$ cat src/rtl/segBiuPkg.sv
`timescale 1ns/1ps
package segBiuPkg;
  localparam int WORD_W   = 16;
  localparam int BYTE_W   = 8;
  localparam int CODE_SEG = 1;

  typedef enum logic [1:0] {BUS_IDLE, BUS_PREF, BUS_DATA} busState_t;

  typedef struct packed {
    logic startPref;
    logic startData;
    logic pushPref;
    logic loadIp;
  } biuStrobes_t;
endpackage

$ cat src/rtl/segBiuDatapath.sv
`timescale 1ns/1ps
module segBiuDatapath
  import segBiuPkg::*;
#(
  parameter int ADDR_W = 20,
  parameter int OFF_W = 16,
  parameter int QUEUE_DEPTH = 6,
  parameter int SEG_COUNT = 4,
  parameter logic [OFF_W-1:0] RESET_CS = '1,
  parameter logic [OFF_W-1:0] RESET_IP = '0
) (
  input  logic clk,
  input  logic rstN,
  input  biuStrobes_t st,
  input  logic [$clog2(SEG_COUNT)-1:0] dSeg,
  input  logic [OFF_W-1:0] dOffset,
  input  logic dWe,
  input  logic [WORD_W-1:0] dWdata,
  input  logic segWe,
  input  logic [$clog2(SEG_COUNT)-1:0] segSel,
  input  logic [OFF_W-1:0] segWdata,
  input  logic [OFF_W-1:0] flushIp,
  input  logic [WORD_W-1:0] memRdata,
  input  logic fetchReady,
  output logic [ADDR_W-1:0] memAddr,
  output logic memWe,
  output logic [WORD_W-1:0] memWdata,
  output logic fetchValid,
  output logic [BYTE_W-1:0] fetchByte,
  output logic roomOk
);
  localparam int SHIFT = ADDR_W - OFF_W;
  localparam int PW = $clog2(QUEUE_DEPTH);
  localparam int CW = $clog2(QUEUE_DEPTH + 1);

  logic [OFF_W-1:0] segRegs [SEG_COUNT];
  logic [OFF_W-1:0] ip;
  logic curOdd;
  logic [BYTE_W-1:0] qMem [QUEUE_DEPTH];
  logic [PW-1:0] headPtr, tailPtr;
  logic [CW-1:0] count, countNext;
  logic [ADDR_W-1:0] prefAddr, dataAddr;
  logic pop;
  logic [CW-1:0] pushN;

  // Dedicated adder: shifted segment plus offset, carry out of the top bit dropped
  function automatic logic [ADDR_W-1:0] formAddr(input logic [OFF_W-1:0] seg,
                                                 input logic [OFF_W-1:0] off);
    return {seg, {SHIFT{1'b0}}} + ADDR_W'(off);
  endfunction

  function automatic logic [PW-1:0] bump(input logic [PW-1:0] p, input int n);
    int s;
    s = int'(p) + n;
    if (s >= QUEUE_DEPTH) s = s - QUEUE_DEPTH;
    return PW'(s);
  endfunction

  assign prefAddr = formAddr(segRegs[CODE_SEG], ip);
  assign dataAddr = formAddr(segRegs[dSeg], dOffset);
  assign fetchValid = (count != '0);
  assign fetchByte = qMem[headPtr];
  assign roomOk = (count <= CW'(QUEUE_DEPTH - 2));
  assign pop = fetchValid && fetchReady && !st.loadIp;

  always_comb begin
    pushN = '0;
    if (st.pushPref) pushN = curOdd ? CW'(1) : CW'(2);
    countNext = count + pushN - CW'(pop);
  end

  always_ff @(posedge clk or negedge rstN) begin
    if (!rstN) begin
      for (int i = 0; i < SEG_COUNT; i++)
        segRegs[i] <= (i == CODE_SEG) ? RESET_CS : '0;
    end else if (segWe) begin
      segRegs[segSel] <= segWdata;
    end
  end

  always_ff @(posedge clk or negedge rstN) begin
    if (!rstN) begin
      ip <= RESET_IP;
      curOdd <= 1'b0;
      memAddr <= '0;
      memWe <= 1'b0;
      memWdata <= '0;
    end else begin
      if (st.loadIp) begin
        ip <= flushIp;
      end else if (st.startPref) begin
        ip <= ip + (ip[0] ? OFF_W'(1) : OFF_W'(2));
        curOdd <= ip[0];
        memAddr <= {prefAddr[ADDR_W-1:1], 1'b0};
        memWe <= 1'b0;
      end
      if (st.startData) begin
        memAddr <= dataAddr;
        memWe <= dWe;
        memWdata <= dWdata;
      end
    end
  end

  always_ff @(posedge clk or negedge rstN) begin
    if (!rstN) begin
      headPtr <= '0;
      tailPtr <= '0;
      count <= '0;
    end else if (st.loadIp) begin
      headPtr <= '0;
      tailPtr <= '0;
      count <= '0;
    end else begin
      if (pop) headPtr <= bump(headPtr, 1);
      if (st.pushPref) tailPtr <= bump(tailPtr, curOdd ? 1 : 2);
      count <= countNext;
    end
  end

  always_ff @(posedge clk) begin
    if (st.pushPref) begin
      if (curOdd) begin
        qMem[tailPtr] <= memRdata[WORD_W-1:BYTE_W];
      end else begin
        qMem[tailPtr] <= memRdata[BYTE_W-1:0];
        qMem[bump(tailPtr, 1)] <= memRdata[WORD_W-1:BYTE_W];
      end
    end
  end
endmodule

$ cat src/rtl/segBiuControl.sv
`timescale 1ns/1ps
module segBiuControl
  import segBiuPkg::*;
(
  input  logic clk,
  input  logic rstN,
  input  logic dReq,
  input  logic flush,
  input  logic memAck,
  input  logic roomOk,
  output biuStrobes_t st,
  output logic memReq,
  output logic dAck
);
  busState_t state, stateNext;
  logic discard;

  always_comb begin
    stateNext = state;
    st = '0;
    st.loadIp = flush;
    unique case (state)
      BUS_IDLE: begin
        if (dReq) begin
          st.startData = 1'b1;
          stateNext = BUS_DATA;
        end else if (!flush && roomOk) begin
          st.startPref = 1'b1;
          stateNext = BUS_PREF;
        end
      end
      BUS_PREF: begin
        if (memAck) begin
          st.pushPref = !discard && !flush;
          stateNext = BUS_IDLE;
        end
      end
      BUS_DATA: begin
        if (memAck) stateNext = BUS_IDLE;
      end
      default: stateNext = BUS_IDLE;
    endcase
  end

  always_ff @(posedge clk or negedge rstN) begin
    if (!rstN) begin
      state <= BUS_IDLE;
      discard <= 1'b0;
    end else begin
      state <= stateNext;
      if (state == BUS_PREF && memAck) discard <= 1'b0;
      else if (state == BUS_PREF && flush) discard <= 1'b1;
    end
  end

  assign memReq = (state != BUS_IDLE);
  assign dAck = (state == BUS_DATA) && memAck;
endmodule

$ cat src/rtl/segBiu.sv
`timescale 1ns/1ps
module segBiu
  import segBiuPkg::*;
#(
  parameter int ADDR_W = 20,
  parameter int OFF_W = 16,
  parameter int QUEUE_DEPTH = 6,
  parameter int SEG_COUNT = 4,
  parameter logic [OFF_W-1:0] RESET_CS = '1,
  parameter logic [OFF_W-1:0] RESET_IP = '0
) (
  input  logic clk,
  input  logic rstN,
  output logic memReq,
  output logic memWe,
  output logic [ADDR_W-1:0] memAddr,
  output logic [WORD_W-1:0] memWdata,
  input  logic [WORD_W-1:0] memRdata,
  input  logic memAck,
  output logic fetchValid,
  output logic [BYTE_W-1:0] fetchByte,
  input  logic fetchReady,
  input  logic dReq,
  input  logic dWe,
  input  logic [$clog2(SEG_COUNT)-1:0] dSeg,
  input  logic [OFF_W-1:0] dOffset,
  input  logic [WORD_W-1:0] dWdata,
  output logic dAck,
  output logic [WORD_W-1:0] dRdata,
  input  logic segWe,
  input  logic [$clog2(SEG_COUNT)-1:0] segSel,
  input  logic [OFF_W-1:0] segWdata,
  input  logic flush,
  input  logic [OFF_W-1:0] flushIp
);
  biuStrobes_t st;
  logic roomOk;

  segBiuControl ctrl (
    .clk(clk), .rstN(rstN), .dReq(dReq), .flush(flush), .memAck(memAck),
    .roomOk(roomOk), .st(st), .memReq(memReq), .dAck(dAck)
  );

  segBiuDatapath #(
    .ADDR_W(ADDR_W), .OFF_W(OFF_W), .QUEUE_DEPTH(QUEUE_DEPTH),
    .SEG_COUNT(SEG_COUNT), .RESET_CS(RESET_CS), .RESET_IP(RESET_IP)
  ) dp (
    .clk(clk), .rstN(rstN), .st(st), .dSeg(dSeg), .dOffset(dOffset),
    .dWe(dWe), .dWdata(dWdata), .segWe(segWe), .segSel(segSel),
    .segWdata(segWdata), .flushIp(flushIp), .memRdata(memRdata),
    .fetchReady(fetchReady), .memAddr(memAddr), .memWe(memWe),
    .memWdata(memWdata), .fetchValid(fetchValid), .fetchByte(fetchByte),
    .roomOk(roomOk)
  );

  assign dRdata = memRdata;
endmodule

$ cat config.mk
export PLATFORM = sky130hd
export DESIGN_NAME = segBiu
export DESIGN_NICKNAME = d
export VERILOG_FILES = /design/src/rtl/segBiuPkg.sv /design/src/rtl/segBiuDatapath.sv /design/src/rtl/segBiuControl.sv /design/src/rtl/segBiu.sv
export SDC_FILE = /design/constraint.sdc
export NUM_CORES = 1
export LEC_CHECK = 0
export BUFFER_PORTS_ARGS = -buffer_cell sky130_fd_sc_hd__clkbuf_2
export CAP_MARGIN = 40
export CORE_ASPECT_RATIO = 1.2
export CORE_UTILIZATION = 52
export DETAILED_ROUTE_END_ITERATION = 8
export PLACE_DENSITY = 0.83
export SYNTH_ARGS = -nofsm -noshare
export SYNTH_HDL_FRONTEND = slang
export SYNTH_SLANG_ARGS = --single-unit
export TNS_END_PERCENT = 30
$ cat constraint.sdc
create_clock -name clk -period 2.6 [get_ports clk]
set_input_delay 0.13 -clock clk [delete_from_list [all_inputs] [get_ports clk]]
set_output_delay 0.13 -clock clk [all_outputs]
set_load 0.05 [all_outputs]
==> impl_summary.log, run 1 <==
[metrics] cell accounting for the most synthesized area: sky130_fd_sc_hd__dfrtp_1
[metrics] drt via density: 5.81
[metrics] relative slew slack: 43.5%
[metrics] top cell types by occurrence after synthesis: sky130_fd_sc_hd__nand2_1, sky130_fd_sc_hd__dfrtp_1, sky130_fd_sc_hd__mux2_2
[metrics] Non-Filler Instances: 1387
[metrics] share of layout cells above drive strength 1: 36.8%
[metrics] leakage component of the power: 5.54 nW
[metrics] leading cell types by total area after synthesis: sky130_fd_sc_hd__dfrtp_1, sky130_fd_sc_hd__edfxtp_1, sky130_fd_sc_hd__mux2_2
[metrics] Post-synth ARST share: 73.0%
[metrics] Ys Warns: 0
[metrics] detailed route wirelength on metal2: 13.9 mm
[metrics] run status: completed
[metrics] count of mapped cells out of synthesis: 896
[metrics] num rows: 55
[metrics] average detailed-routed wire length per instance: 18.9 um
[metrics] share of synthesized area occupied by flip-flops and latches: 46.7%
[metrics] Power, Total: 11.4 mW
[metrics] dominant synthesized flop cell: sky130_fd_sc_hd__dfrtp_1
[metrics] synth-to-layout area growth: 24.9%
[metrics] most instantiated library cell after synthesis: sky130_fd_sc_hd__nand2_1
[metrics] routability-driven placement congestion ratio: 0.853
[metrics] core area: 18900 sq um
[metrics] post-synthesis net count: 1031
[metrics] final instance area: 12600 sq um
[metrics] area fraction of the dominant cell type after synthesis: 28.3%
[metrics] ports placed on the boundary: 156
[metrics] fin. max-slew vios: 0
[metrics] routed length on met3: 1.05 mm
[metrics] Buffers on Ports: 155
[metrics] clock tree root driver cell: sky130_fd_sc_hd__clkbuf_16
[metrics] # H-tree levels: 4
[metrics] CP Class: reg2reg
[metrics] initial drt markers: 546
[metrics] Worst Path Required: 2.92 ns
[metrics] vias after detailed routing: 8052
[metrics] Post-Synthesis Mean Instance Area: 11.3 sq um
[metrics] Period minus WS final: 2.59 ns
[metrics] uppermost metal layer occupied by signal nets: met4
[metrics] Yosys reg bits: 178
[metrics] combined global-route utilization of all metal layers: 27.1%
[metrics] Initial Util: 53.3%
[metrics] number of iterations in the first detailed-routing pass: 6
[metrics] peak clock frequency supported by timing: 0.385 GHz
[metrics] Final nets: 1253
[metrics] vias in the first global route: 8234
[metrics] wire length on met1: 10.3 mm
[metrics] endpoints failing setup: 0
[metrics] number of clock sinks: 178
[metrics] Pwr Density: 905 nW/um^2
[metrics] crit share post-route: 99.8%
[metrics] highest net fanout along the worst path: 2
[metrics] setup tns final: 0 ns
[metrics] maximum number of pins on one net before global-route repair: 131
[metrics] kind of start point of the critical path: flip-flop
[metrics] wire length of the first global-routing pass: 41.1 mm
[metrics] count of antenna-violating nets left after detailed routing: 0
[metrics] Peak VDD IR: 0.000721 V
[metrics] library cells used by synthesis: 63
[metrics] wirelength, routed: 26.2 mm
[metrics] global-route congestion overflow total: 0
[metrics] Hold Crit Class: in2reg
[metrics] type of element capturing the critical path: flip-flop
[metrics] number of flops mapped to enable cells by yosys: 48
[metrics] transition at the pin with the smallest max-transition slack: 0.845 ns
[metrics] clock tree skew after final layout: 0.0119 ns
[metrics] Clock transition at path regs: 0.07 ns
[metrics] width of the die: 129 um
[metrics] antenna cells: 0
[metrics] CTS tree: done
[metrics] post-route setup slack: 0.00560 ns
[metrics] Max Buffers Root-to-Sink: 2
[metrics] area of the mapped netlist: 10100 sq um
[metrics] post-route DRC violation count: 0
[metrics] placement-stage worst setup slack: -0.0898 ns
[metrics] sum of net half-perimeters after detailed placement: 17.4 mm
[metrics] Cell Area, Placed: 11300 sq um
[metrics] setup repair after global routing missed its margin: true
[metrics] number of cells in the design after placement: 1297
[metrics] number of buffers added by the clock tree synthesis step: 17
[metrics] number of antenna violations at the first check in global routing: 0
[metrics] die extent in y: 155 um
[metrics] max cap viols: 0
[metrics] Die Area: 20000 sq um
[metrics] clock latency on the worst-skew pair: 0.44 ns
[metrics] Final Hold Vio Count: 0
[metrics] arrival time worst endpoint: 2.91 ns
-- layout by cell type (no fill, tap or decap), types with 5 or more instances in the layout --
cell | synthesis | final
sky130_fd_sc_hd__mux2_4 | 8 | 8
sky130_fd_sc_hd__xor2_1 | 13 | 13
sky130_fd_sc_hd__o311ai_0 | 6 | 6
sky130_fd_sc_hd__dfstp_2 | 16 | 16
sky130_fd_sc_hd__a21oi_1 | 38 | 37
sky130_fd_sc_hd__o31ai_1 | 5 | 5
sky130_fd_sc_hd__a22oi_1 | 7 | 7
sky130_fd_sc_hd__nand2_1 | 128 | 128
sky130_fd_sc_hd__and3_1 | 5 | 5
sky130_fd_sc_hd__a21o_1 | 12 | 11
sky130_fd_sc_hd__mux2i_1 | 10 | 10
sky130_fd_sc_hd__nand3_1 | 15 | 15
sky130_fd_sc_hd__o21ai_0 | 36 | 32
sky130_fd_sc_hd__clkbuf_2 | 0 | 154
sky130_fd_sc_hd__buf_4 | 16 | 42
sky130_fd_sc_hd__ha_1 | 39 | 33
sky130_fd_sc_hd__buf_12 | 0 | 5
sky130_fd_sc_hd__mux4_2 | 24 | 24
sky130_fd_sc_hd__dlygate4sd3_1 | 0 | 54
sky130_fd_sc_hd__o211ai_1 | 9 | 9
sky130_fd_sc_hd__dfrtp_1 | 114 | 114
sky130_fd_sc_hd__inv_8 | 0 | 5
sky130_fd_sc_hd__ha_4 | 0 | 5
sky130_fd_sc_hd__mux2_2 | 104 | 104
sky130_fd_sc_hd__nor2_1 | 52 | 49
sky130_fd_sc_hd__a211oi_1 | 8 | 7
sky130_fd_sc_hd__edfxtp_1 | 48 | 48
sky130_fd_sc_hd__nor3_1 | 10 | 10
sky130_fd_sc_hd__or3_1 | 7 | 6
sky130_fd_sc_hd__nand2b_1 | 9 | 7
sky130_fd_sc_hd__a31oi_1 | 9 | 8
sky130_fd_sc_hd__inv_1 | 23 | 23
sky130_fd_sc_hd__xnor2_1 | 16 | 16
sky130_fd_sc_hd__nor2b_1 | 10 | 9
sky130_fd_sc_hd__clkbuf_16 | 0 | 17
sky130_fd_sc_hd__a221o_1 | 7 | 7
-- state kept, by name (all words and copies together) (netlist names) --
name	count
dp.tailPtr	3
dp.ip	16
dp.memWe	1
ctrl.discard	1
dp.headPtr	3
dp.qMem	48
dp.segRegs	64
ctrl.state	2
dp.memAddr	20
dp.curOdd	1
dp.count	3
dp.memWdata	16
-- cell type report --
type                       count  area [sq um]
fill                        1282          6330
timing repair buffer         258          1760
clock inverter                15           143
multi-input combinational    638          5130
tap                          256           320
clock buffer                  17           425
inverter                      25          93.8
sequential                   178          4710
-- cells by family after synthesis --
kind of cell,share of synthesized area [%]
simple gates,11.9
xor+xnor,2.52
compound gates,10.3
mux,19.2
buf+inv,3.73
flops,46.7
fa+ha+maj,5.63
-- stage by stage --
step | hold slack (ns) | util [%]
finish | 0.00360 | 66.5
global route | 0.0204 | 66.5
CTS | 0.00372 | 66.0
detailed placement | 0.301 | 59.9
global placement | 0.294 | 59.9
floorplan | -0.166 | -
-- path summary, 6_finish.rpt --
path                       cells after the start            from              to  slack, ns
min                                            2     segWdata[5]  dp.segRegs[21]      0.004
min in group asynchronous                      3            rstN  dp.memWdata[8]       0.32
max                                           11  dp.segRegs[32]  dp.memAddr[18]      0.006
max reg2reg                                   11  dp.segRegs[32]  dp.memAddr[18]      0.006
max in group asynchronous                      3            rstN  dp.memAddr[15]       1.71
min reg2reg                                    2  dp.memWdata[6]  dp.memWdata[6]       0.48
-- metal layers --
metal  vias to the layer above  track usage [%]
li1                       3700                -
met1                      3991             31.5
met3                        65             3.87
met5                         -                0
met2                       296             48.3
met4                         0             13.8
-- report_power, final --
part / switching (mW) / total, mW / internal (mW)
Sequential: 0.511 / 4.02 / 3.51
Combinational: 3.11 / 4.90 / 1.79
Clock: 1.20 / 2.48 / 1.27
Total: 4.83 / 11.4 / 6.57
-- critical path, stage by stage (launching register included) --
cell and delay, ns:
sky130_fd_sc_hd__dfstp_2 0.53, sky130_fd_sc_hd__mux4_2 0.27, sky130_fd_sc_hd__ha_4 0.14, sky130_fd_sc_hd__inv_2 0.03, sky130_fd_sc_hd__fa_2 0.35, sky130_fd_sc_hd__nand2b_4 0.17, sky130_fd_sc_hd__a21oi_4 0.15, sky130_fd_sc_hd__nand2b_4 0.16
sky130_fd_sc_hd__a31oi_4 0.09, sky130_fd_sc_hd__o21a_1 0.22, sky130_fd_sc_hd__mux2i_1 0.14, sky130_fd_sc_hd__a211o_1 0.23
-- timing repair --
item / CTS / global route
setup buffers: 1 / 3
hold buffers: 54 / 0
pin swaps: 4 / 12
endpoints found under the setup margin: 5 / 63
endpoints found under the hold margin: 207 / 0
resized for setup: 9 / 20
(Power assumes the default switching activity.)
==> inputs of run 2 (changes only) <==
- CORE_UTILIZATION: 52 -> 40
- PLACE_DENSITY: 0.83 -> 0.68
- SETUP_SLACK_MARGIN: unset -> 0.4
==> impl_summary.log, run 2 (synthesis gave the netlist of run 1 again) <==
[metrics] maximum number of pins on one net before global-route repair: 60
[metrics] final instance area: 13400 sq um
[metrics] die extent in y: 176 um
[metrics] wire length of the first global-routing pass: 40.1 mm
[metrics] routability-driven placement congestion ratio: 0.825
[metrics] drt via density: 5.35
[metrics] leakage component of the power: 5.79 nW
[metrics] clock tree root driver cell: sky130_fd_sc_hd__clkbuf_16
[metrics] endpoints failing setup: 0
[metrics] Buffers on Ports: 155
[metrics] core area: 24800 sq um
[metrics] vias after detailed routing: 7868
[metrics] share of layout cells above drive strength 1: 42.7%
[metrics] initial drt markers: 374
[metrics] Clock transition at path regs: 0.08 ns
[metrics] number of clock sinks: 178
[metrics] type of element capturing the critical path: flip-flop
[metrics] peak clock frequency supported by timing: 0.396 GHz
[metrics] Peak VDD IR: 0.000549 V
[metrics] Top reg by flops: dp.segRegs
[metrics] count of antenna-violating nets left after detailed routing: 0
[metrics] Initial Util: 40.7%
[metrics] width of the die: 147 um
[metrics] final hold slack: 0.00588 ns
[metrics] clock tree skew after final layout: 0.0173 ns
[metrics] Final nets: 1266
[metrics] arrival time worst endpoint: 2.84 ns
[metrics] fin. max-slew vios: 0
[metrics] Hold Crit Class: in2reg
[metrics] CP cell instances: mux4_2, ha_1, o21ai_0, inv_1, a31oi_4, o21a_1, buf_4, xor2_1, o21ai_1
[metrics] Worst Path Required: 2.92 ns
[metrics] CTS tree: done
[metrics] setup tns final: 0 ns
[metrics] Die Area: 25900 sq um
[metrics] average detailed-routed wire length per instance: 17.8 um
[metrics] filler cell count in the final layout: 2102
[metrics] number of buffer and inverter stages on the critical path: 2
[metrics] number of buffers added by the clock tree synthesis step: 17
[metrics] Period minus WS final: 2.52 ns
[metrics] run status: completed
[metrics] wirelength, routed: 26.2 mm
[metrics] max cap viols: 0
[metrics] # H-tree levels: 4
[metrics] Non-Filler Instances: 1470
[metrics] kind of start point of the critical path: flip-flop
[metrics] kind of cell with the highest combined delay on the critical path: compound AO/OA/AOI/OAI gates
[metrics] number of antenna violations at the first check in global routing: 0
[metrics] synth-to-layout area growth: 32.7%
[metrics] number of iterations in the first detailed-routing pass: 6
[metrics] combined global-route utilization of all metal layers: 19.9%
[metrics] relative slew slack: 60.1%
[metrics] ports placed on the boundary: 156
[metrics] num rows: 63
[metrics] registers with the most flip-flops: dp.segRegs (64), dp.qMem (48), dp.memAddr (20)
[metrics] sum of net half-perimeters after detailed placement: 18.2 mm
[metrics] vias in the first global route: 7784
[metrics] Max Buffers Root-to-Sink: 2
[metrics] CP peak stage delay: 0.47 ns
[metrics] number of flip-flops under the largest register name: 64
[metrics] Pwr Density: 887 nW/um^2
[metrics] crit share post-route: 97.1%
[metrics] CP Class: reg2reg
[metrics] Crit-path slowest cell: sky130_fd_sc_hd__mux4_2
[metrics] Final Hold Vio Count: 0
[metrics] clock latency on the worst-skew pair: 0.44 ns
[metrics] setup repair after global routing missed its margin: true
[metrics] global-route congestion overflow total: 0
[metrics] commonest non-fill, non-tap cell in the layout: sky130_fd_sc_hd__clkbuf_2
[metrics] Cell Area, Placed: 11500 sq um
[metrics] transition at the pin with the smallest max-transition slack: 0.599 ns
[metrics] most frequent cells in the layout: sky130_fd_sc_hd__clkbuf_2, sky130_fd_sc_hd__nand2_1, sky130_fd_sc_hd__dfrtp_1
[metrics] highest net fanout along the worst path: 4
[metrics] number of cells in the design after placement: 1361
[metrics] post-route DRC violation count: 0
## run 2: cell types whose count changed in the layout (fill, tap and decap cells not counted), sizes merged
cell	change
or4	+1
diode	+1
buf	+12
clkbuf	+2
clkinvlp	-1
inv	-1
## run 2: path summary, 6_finish.rpt
kind                                start              to  slack (ns)  cells past startpoint
hold / removal                flushIp[13]       dp.ip[13]       0.006                      3
setup / recovery           dp.segRegs[21]  dp.memAddr[16]        0.08                      9
hold reg to reg            dp.memWdata[7]  dp.memWdata[7]        0.48                      2
min in group asynchronous            rstN  dp.memWdata[3]        0.22                      2
max in group asynchronous            rstN   dp.tailPtr[1]        1.58                      3
setup reg to reg           dp.segRegs[21]  dp.memAddr[16]        0.08                      9
## run 2: through the flow
step	worst slack, ns	utilization [%]	power [mW]
after global placement	0.0742	46.5	8.63
after floorplan	0.134	-	7.50
after CTS	0.107	52.1	11.6
after detailed placement	0.0412	46.5	8.71
final	0.0757	54.1	11.9
after global routing	-0.00744	54.1	12.5
## run 2: where the power goes
group	internal, mW	leakage (nW)	switching [mW]
registers	3.51	1.98	0.520
clock network	1.42	0.307	1.31
logic	1.95	3.51	3.16
total	6.88	5.79	4.99
## run 2: final cells by class
| class | count | area (sq um) | share of cell area [%] |
|---|---|---|---|
| diodes | 1 | 2.50 | 0.0187 |
| clock buffers | 19 | 475 | 3.55 |
| clock inverters | 13 | 149 | 1.11 |
| inverters | 25 | 98.8 | 0.739 |
| multi-input cells | 639 | 5640 | 42.2 |
| flip-flops and latches | 178 | 4720 | 35.3 |
| well taps | 325 | 407 | 3.04 |
| repair buffers | 270 | 1890 | 14.1 |
## run 2: routing by layer
metal  track usage [%]  routed length, um  vias to the layer above
li1                  -                  -                     3713
met2              35.2              13900                      195
met5                 0                  0                        -
met1              24.7              10900                     3923
met3              3.05                997                       37
met4              6.83                489                        0
## run 2: what timing repair did
action,CTS,global route
endpoints found under the setup margin,117,135
hold buffers,54,0
pin swaps,17,38
cloned,1,1
buffers inserted,11,9
resized for setup,36,100
endpoints found under the hold margin,150,0
## run 2: worst reg2reg max path, delay by kind of cell, from the launching register on
family,cells,cell delay (ns)
xor+xnor,1,0.15
compound gates,4,0.77
fa+ha+maj,1,0.36
buf+inv,2,0.28
mux,1,0.47
flops,1,0.39
==> inputs of run 3 (changes only) <==
- SYNTH_HIERARCHICAL: unset -> 1
==> impl_summary.log, run 3 <==
[metrics] core area: 25000 sq um
[metrics] # H-tree levels: 4
[metrics] global-route congestion overflow total: 0
[metrics] final hold slack: 0.0372 ns
[metrics] Max Buffers Root-to-Sink: 2
[metrics] Net Switching: 4.61 mW
[metrics] commonest non-fill, non-tap cell in the layout: sky130_fd_sc_hd__clkbuf_2
[metrics] dominant synthesized flop cell: sky130_fd_sc_hd__dfrtp_1
[metrics] clock network fraction of total power: 22.6%
[metrics] count of mapped cells out of synthesis: 880
[metrics] vias after detailed routing: 7818
[metrics] highest net fanout along the worst path: 3
[metrics] combinational power share: 42.7%
[metrics] CP cell instances: mux4_2, ha_1, buf_4, nand2_1, nor2_1, and3_1, a221oi_2, mux2i_1, a221o_1
[metrics] Hold Crit Class: in2reg
[metrics] wire length of the first global-routing pass: 41.0 mm
[metrics] Non-Filler Instances: 1482
[metrics] met3 track demand over resource: 3.19%
[metrics] met2 Resource Use GR: 35.9%
[metrics] Buffers on Ports: 155
[metrics] vias in the first global route: 7989
[metrics] routability-driven placement congestion ratio: 0.834
[metrics] Die Area: 26300 sq um
[metrics] share of layout cells above drive strength 1: 46.5%
[metrics] antenna cells: 0
[metrics] Post-synth ARST share: 73.0%
[metrics] final instance area: 13500 sq um
[metrics] CP peak stage delay: 0.47 ns
[metrics] r2r endpoint: dp/memAddr[15]
[metrics] endpoints failing setup: 0
[metrics] combined global-route utilization of all metal layers: 20.3%
[metrics] clock tree skew after final layout: 0.00983 ns
[metrics] post-synthesis net count: 1014
[metrics] Initial Util: 41.1%
[metrics] CTS tree: done
[metrics] maximum number of pins on one net before global-route repair: 56
[metrics] width of the die: 148 um
[metrics] number of antenna violations at the first check in global routing: 0
[metrics] setup tns final: 0 ns
[metrics] Cell Area, Placed: 11900 sq um
[metrics] sum of net half-perimeters after detailed placement: 18.4 mm
[metrics] post-route DRC violation count: 0
[metrics] number of flip-flops under the largest register name: 64
[metrics] fraction of met1 tracks used by global routing: 25.0%
[metrics] top cell types by occurrence after synthesis: sky130_fd_sc_hd__mux2_2, sky130_fd_sc_hd__dfrtp_1, sky130_fd_sc_hd__nand2_1
[metrics] transition at the pin with the smallest max-transition slack: 0.556 ns
[metrics] kind of start point of the critical path: flip-flop
[metrics] flop2flop setup slack: 0.14 ns
[metrics] ports placed on the boundary: 156
[metrics] fin. max-slew vios: 0
[metrics] drt via density: 5.28
[metrics] wirelength, routed: 25.8 mm
[metrics] Final Hold Vio Count: 0
[metrics] area of the mapped netlist: 10300 sq um
[metrics] area fraction of the dominant cell type after synthesis: 27.8%
[metrics] number of cells in the design after placement: 1373
[metrics] Clock transition at path regs: 0.07 ns
[metrics] origin of the worst setup path: dp/segRegs[6]
[metrics] Peak VDD IR: 0.000798 V
[metrics] run status: completed
[metrics] Power, Total: 11.3 mW
[metrics] Post-Synthesis Mean Instance Area: 11.7 sq um
[metrics] Sequential Area: 4720 sq um
[metrics] Period minus WS final: 2.46 ns
[metrics] Critical Path End: dp/memAddr[15]
[metrics] number of iterations in the first detailed-routing pass: 5
[metrics] number of buffers added by the clock tree synthesis step: 17
[metrics] count of antenna-violating nets left after detailed routing: 0
[metrics] most frequent cells in the layout: sky130_fd_sc_hd__clkbuf_2, sky130_fd_sc_hd__mux2_2, sky130_fd_sc_hd__dfrtp_1
[metrics] Pwr Density: 835 nW/um^2
[metrics] internal power contribution: 6.70 mW
[metrics] Most Used Layer, Global Route: met2
[metrics] total area of multi-input combinational cells: 5650 sq um
[metrics] type of element capturing the critical path: flip-flop
[metrics] Top reg by flops: dp/segRegs
[metrics] die extent in y: 177 um
[metrics] filler cell count in the final layout: 2164
[metrics] switching power share of the total: 40.8%
[metrics] Yosys reg bits: 178
[metrics] launching point of the worst reg2reg path: dp/segRegs[6]
[metrics] relative slew slack: 62.9%
[metrics] most instantiated library cell after synthesis: sky130_fd_sc_hd__mux2_2
[metrics] Crit-path slowest cell: sky130_fd_sc_hd__mux4_2
[metrics] Worst Path Required: 2.92 ns
[metrics] cell accounting for the most synthesized area: sky130_fd_sc_hd__dfrtp_1
[metrics] average detailed-routed wire length per instance: 17.4 um
[metrics] sequential share of power: 34.8%
[metrics] leakage component of the power: 5.81 nW
[metrics] Ys Warns: 6
[metrics] hold path depth: 3
[metrics] synth-to-layout area growth: 31.9%
[metrics] leading cell types by total area after synthesis: sky130_fd_sc_hd__dfrtp_1, sky130_fd_sc_hd__edfxtp_1, sky130_fd_sc_hd__mux2_2
[metrics] number of cell instances on the worst register-to-register path: 9
[metrics] max cap viols: 0
[metrics] arrival time worst endpoint: 2.79 ns
[metrics] initial drt markers: 361
[metrics] crit share post-route: 94.7%
[metrics] number of clock sinks: 178
[metrics] CP Class: reg2reg
[metrics] library cells used by synthesis: 72
[metrics] registers with the most flip-flops: dp/segRegs (64), dp/qMem (48), dp/memAddr (20)
[metrics] share of synthesized area occupied by flip-flops and latches: 46.0%
[metrics] clock latency on the worst-skew pair: 0.44 ns
[metrics] num rows: 63
[metrics] peak clock frequency supported by timing: 0.406 GHz
[metrics] setup repair after global routing missed its margin: true
[metrics] Final nets: 1278
[metrics] clock tree root driver cell: sky130_fd_sc_hd__clkbuf_16
[metrics] number of flops mapped to enable cells by yosys: 48
==> run 3: cell types whose count changed after synthesis, moves of 5 or more <==
| cell | previous run | this run |
|---|---|---|
| sky130_fd_sc_hd__mux2i_1 | 10 | 16 |
| sky130_fd_sc_hd__nand2_1 | 128 | 97 |
| sky130_fd_sc_hd__a221o_1 | 7 | 2 |
| sky130_fd_sc_hd__nor2_1 | 52 | 41 |
| sky130_fd_sc_hd__a31oi_1 | 9 | 1 |
| sky130_fd_sc_hd__o21ai_0 | 36 | 43 |
| sky130_fd_sc_hd__a21oi_1 | 38 | 46 |
| sky130_fd_sc_hd__mux2_2 | 104 | 122 |
| sky130_fd_sc_hd__nor2b_1 | 10 | 4 |
| sky130_fd_sc_hd__clkbuf_1 | 26 | 21 |
| sky130_fd_sc_hd__o21ai_1 | 0 | 5 |
| sky130_fd_sc_hd__o211ai_1 | 9 | 4 |
| sky130_fd_sc_hd__o311ai_0 | 6 | 0 |
| sky130_fd_sc_hd__xor2_1 | 13 | 19 |
==> run 3: cell type report <==
type,count,area share (%)
clock buffer,18,3.24
clock inverter,14,1.02
inverter,23,0.656
multi-input combinational,624,41.7
sequential,178,34.9
tap,325,3.00
timing repair buffer,300,15.5
==> run 3: critical path, delay by kind of cell, from the launching register on <==
family | cells | cell delay [ns]
compound gates | 2 | 0.54
fa+ha+maj | 1 | 0.32
buf+inv | 1 | 0.15
flops | 1 | 0.39
mux | 2 | 0.58
simple gates | 3 | 0.38
==> run 3: per-stage QoR <==
stage          util [%]  setup slack, ns
6_report           54.2            0.138
2_1_floorplan         -            0.229
3_3_place_gp       47.5           0.0603
4_1_cts            52.8            0.151
3_5_place_dp       47.5           0.0150
5_1_grt            54.2           0.0384
==> run 3: power groups by stage <==
stage               Clock (mW)  Sequential (mW)  Combinational, mW
global route              2.71             4.00               5.19
finish                    2.55             3.93               4.82
floorplan                    0             4.82               2.40
global placement             0             3.94               4.44
detailed placement           0             3.97               4.48
CTS                       2.60             3.92               4.66
==> run 3: worst min-delay path by stage <==
stage	startpoint	to	slack [ns]
after CTS	flush	ctrl/discard	0.02
after global routing	flush	ctrl/discard	0.09
final	flush	ctrl/discard	0.04
after floorplan	rstN	ctrl/discard	-0.17
after global placement	rstN	dp/segRegs[55]	0.13
after detailed placement	rstN	dp/segRegs[55]	0.13
==> run 3: logic make-up (layout without fill, tap and decap cells) <==
family	Yosys count	count (layout)	synth area share [%]
XOR/XNOR	36	36	3.07
multiplexers	171	171	21.5
buffers and inverters	78	355	3.89
adder cells (fa/ha/maj)	42	42	5.41
AO/OA/AOI/OAI	151	151	9.49
AND/OR/NAND/NOR	224	224	10.7
flip-flops	178	178	46.0
==> run 3: timing repair <==
item / CTS / global route
cloned: 0 / 0
pin swaps: 9 / 26
setup endpoints to repair: 113 / 139
resized for setup: 27 / 64
setup buffers: 9 / 11
hold endpoints to repair: 146 / 0
hold buffers: 57 / 0
==> run 3: layer usage <==
layer,part of all wire (%),up-vias
li1,-,3719
met1,42,3891
met2,52,173
met3,3.7,35
met4,1.9,0
met5,0,-
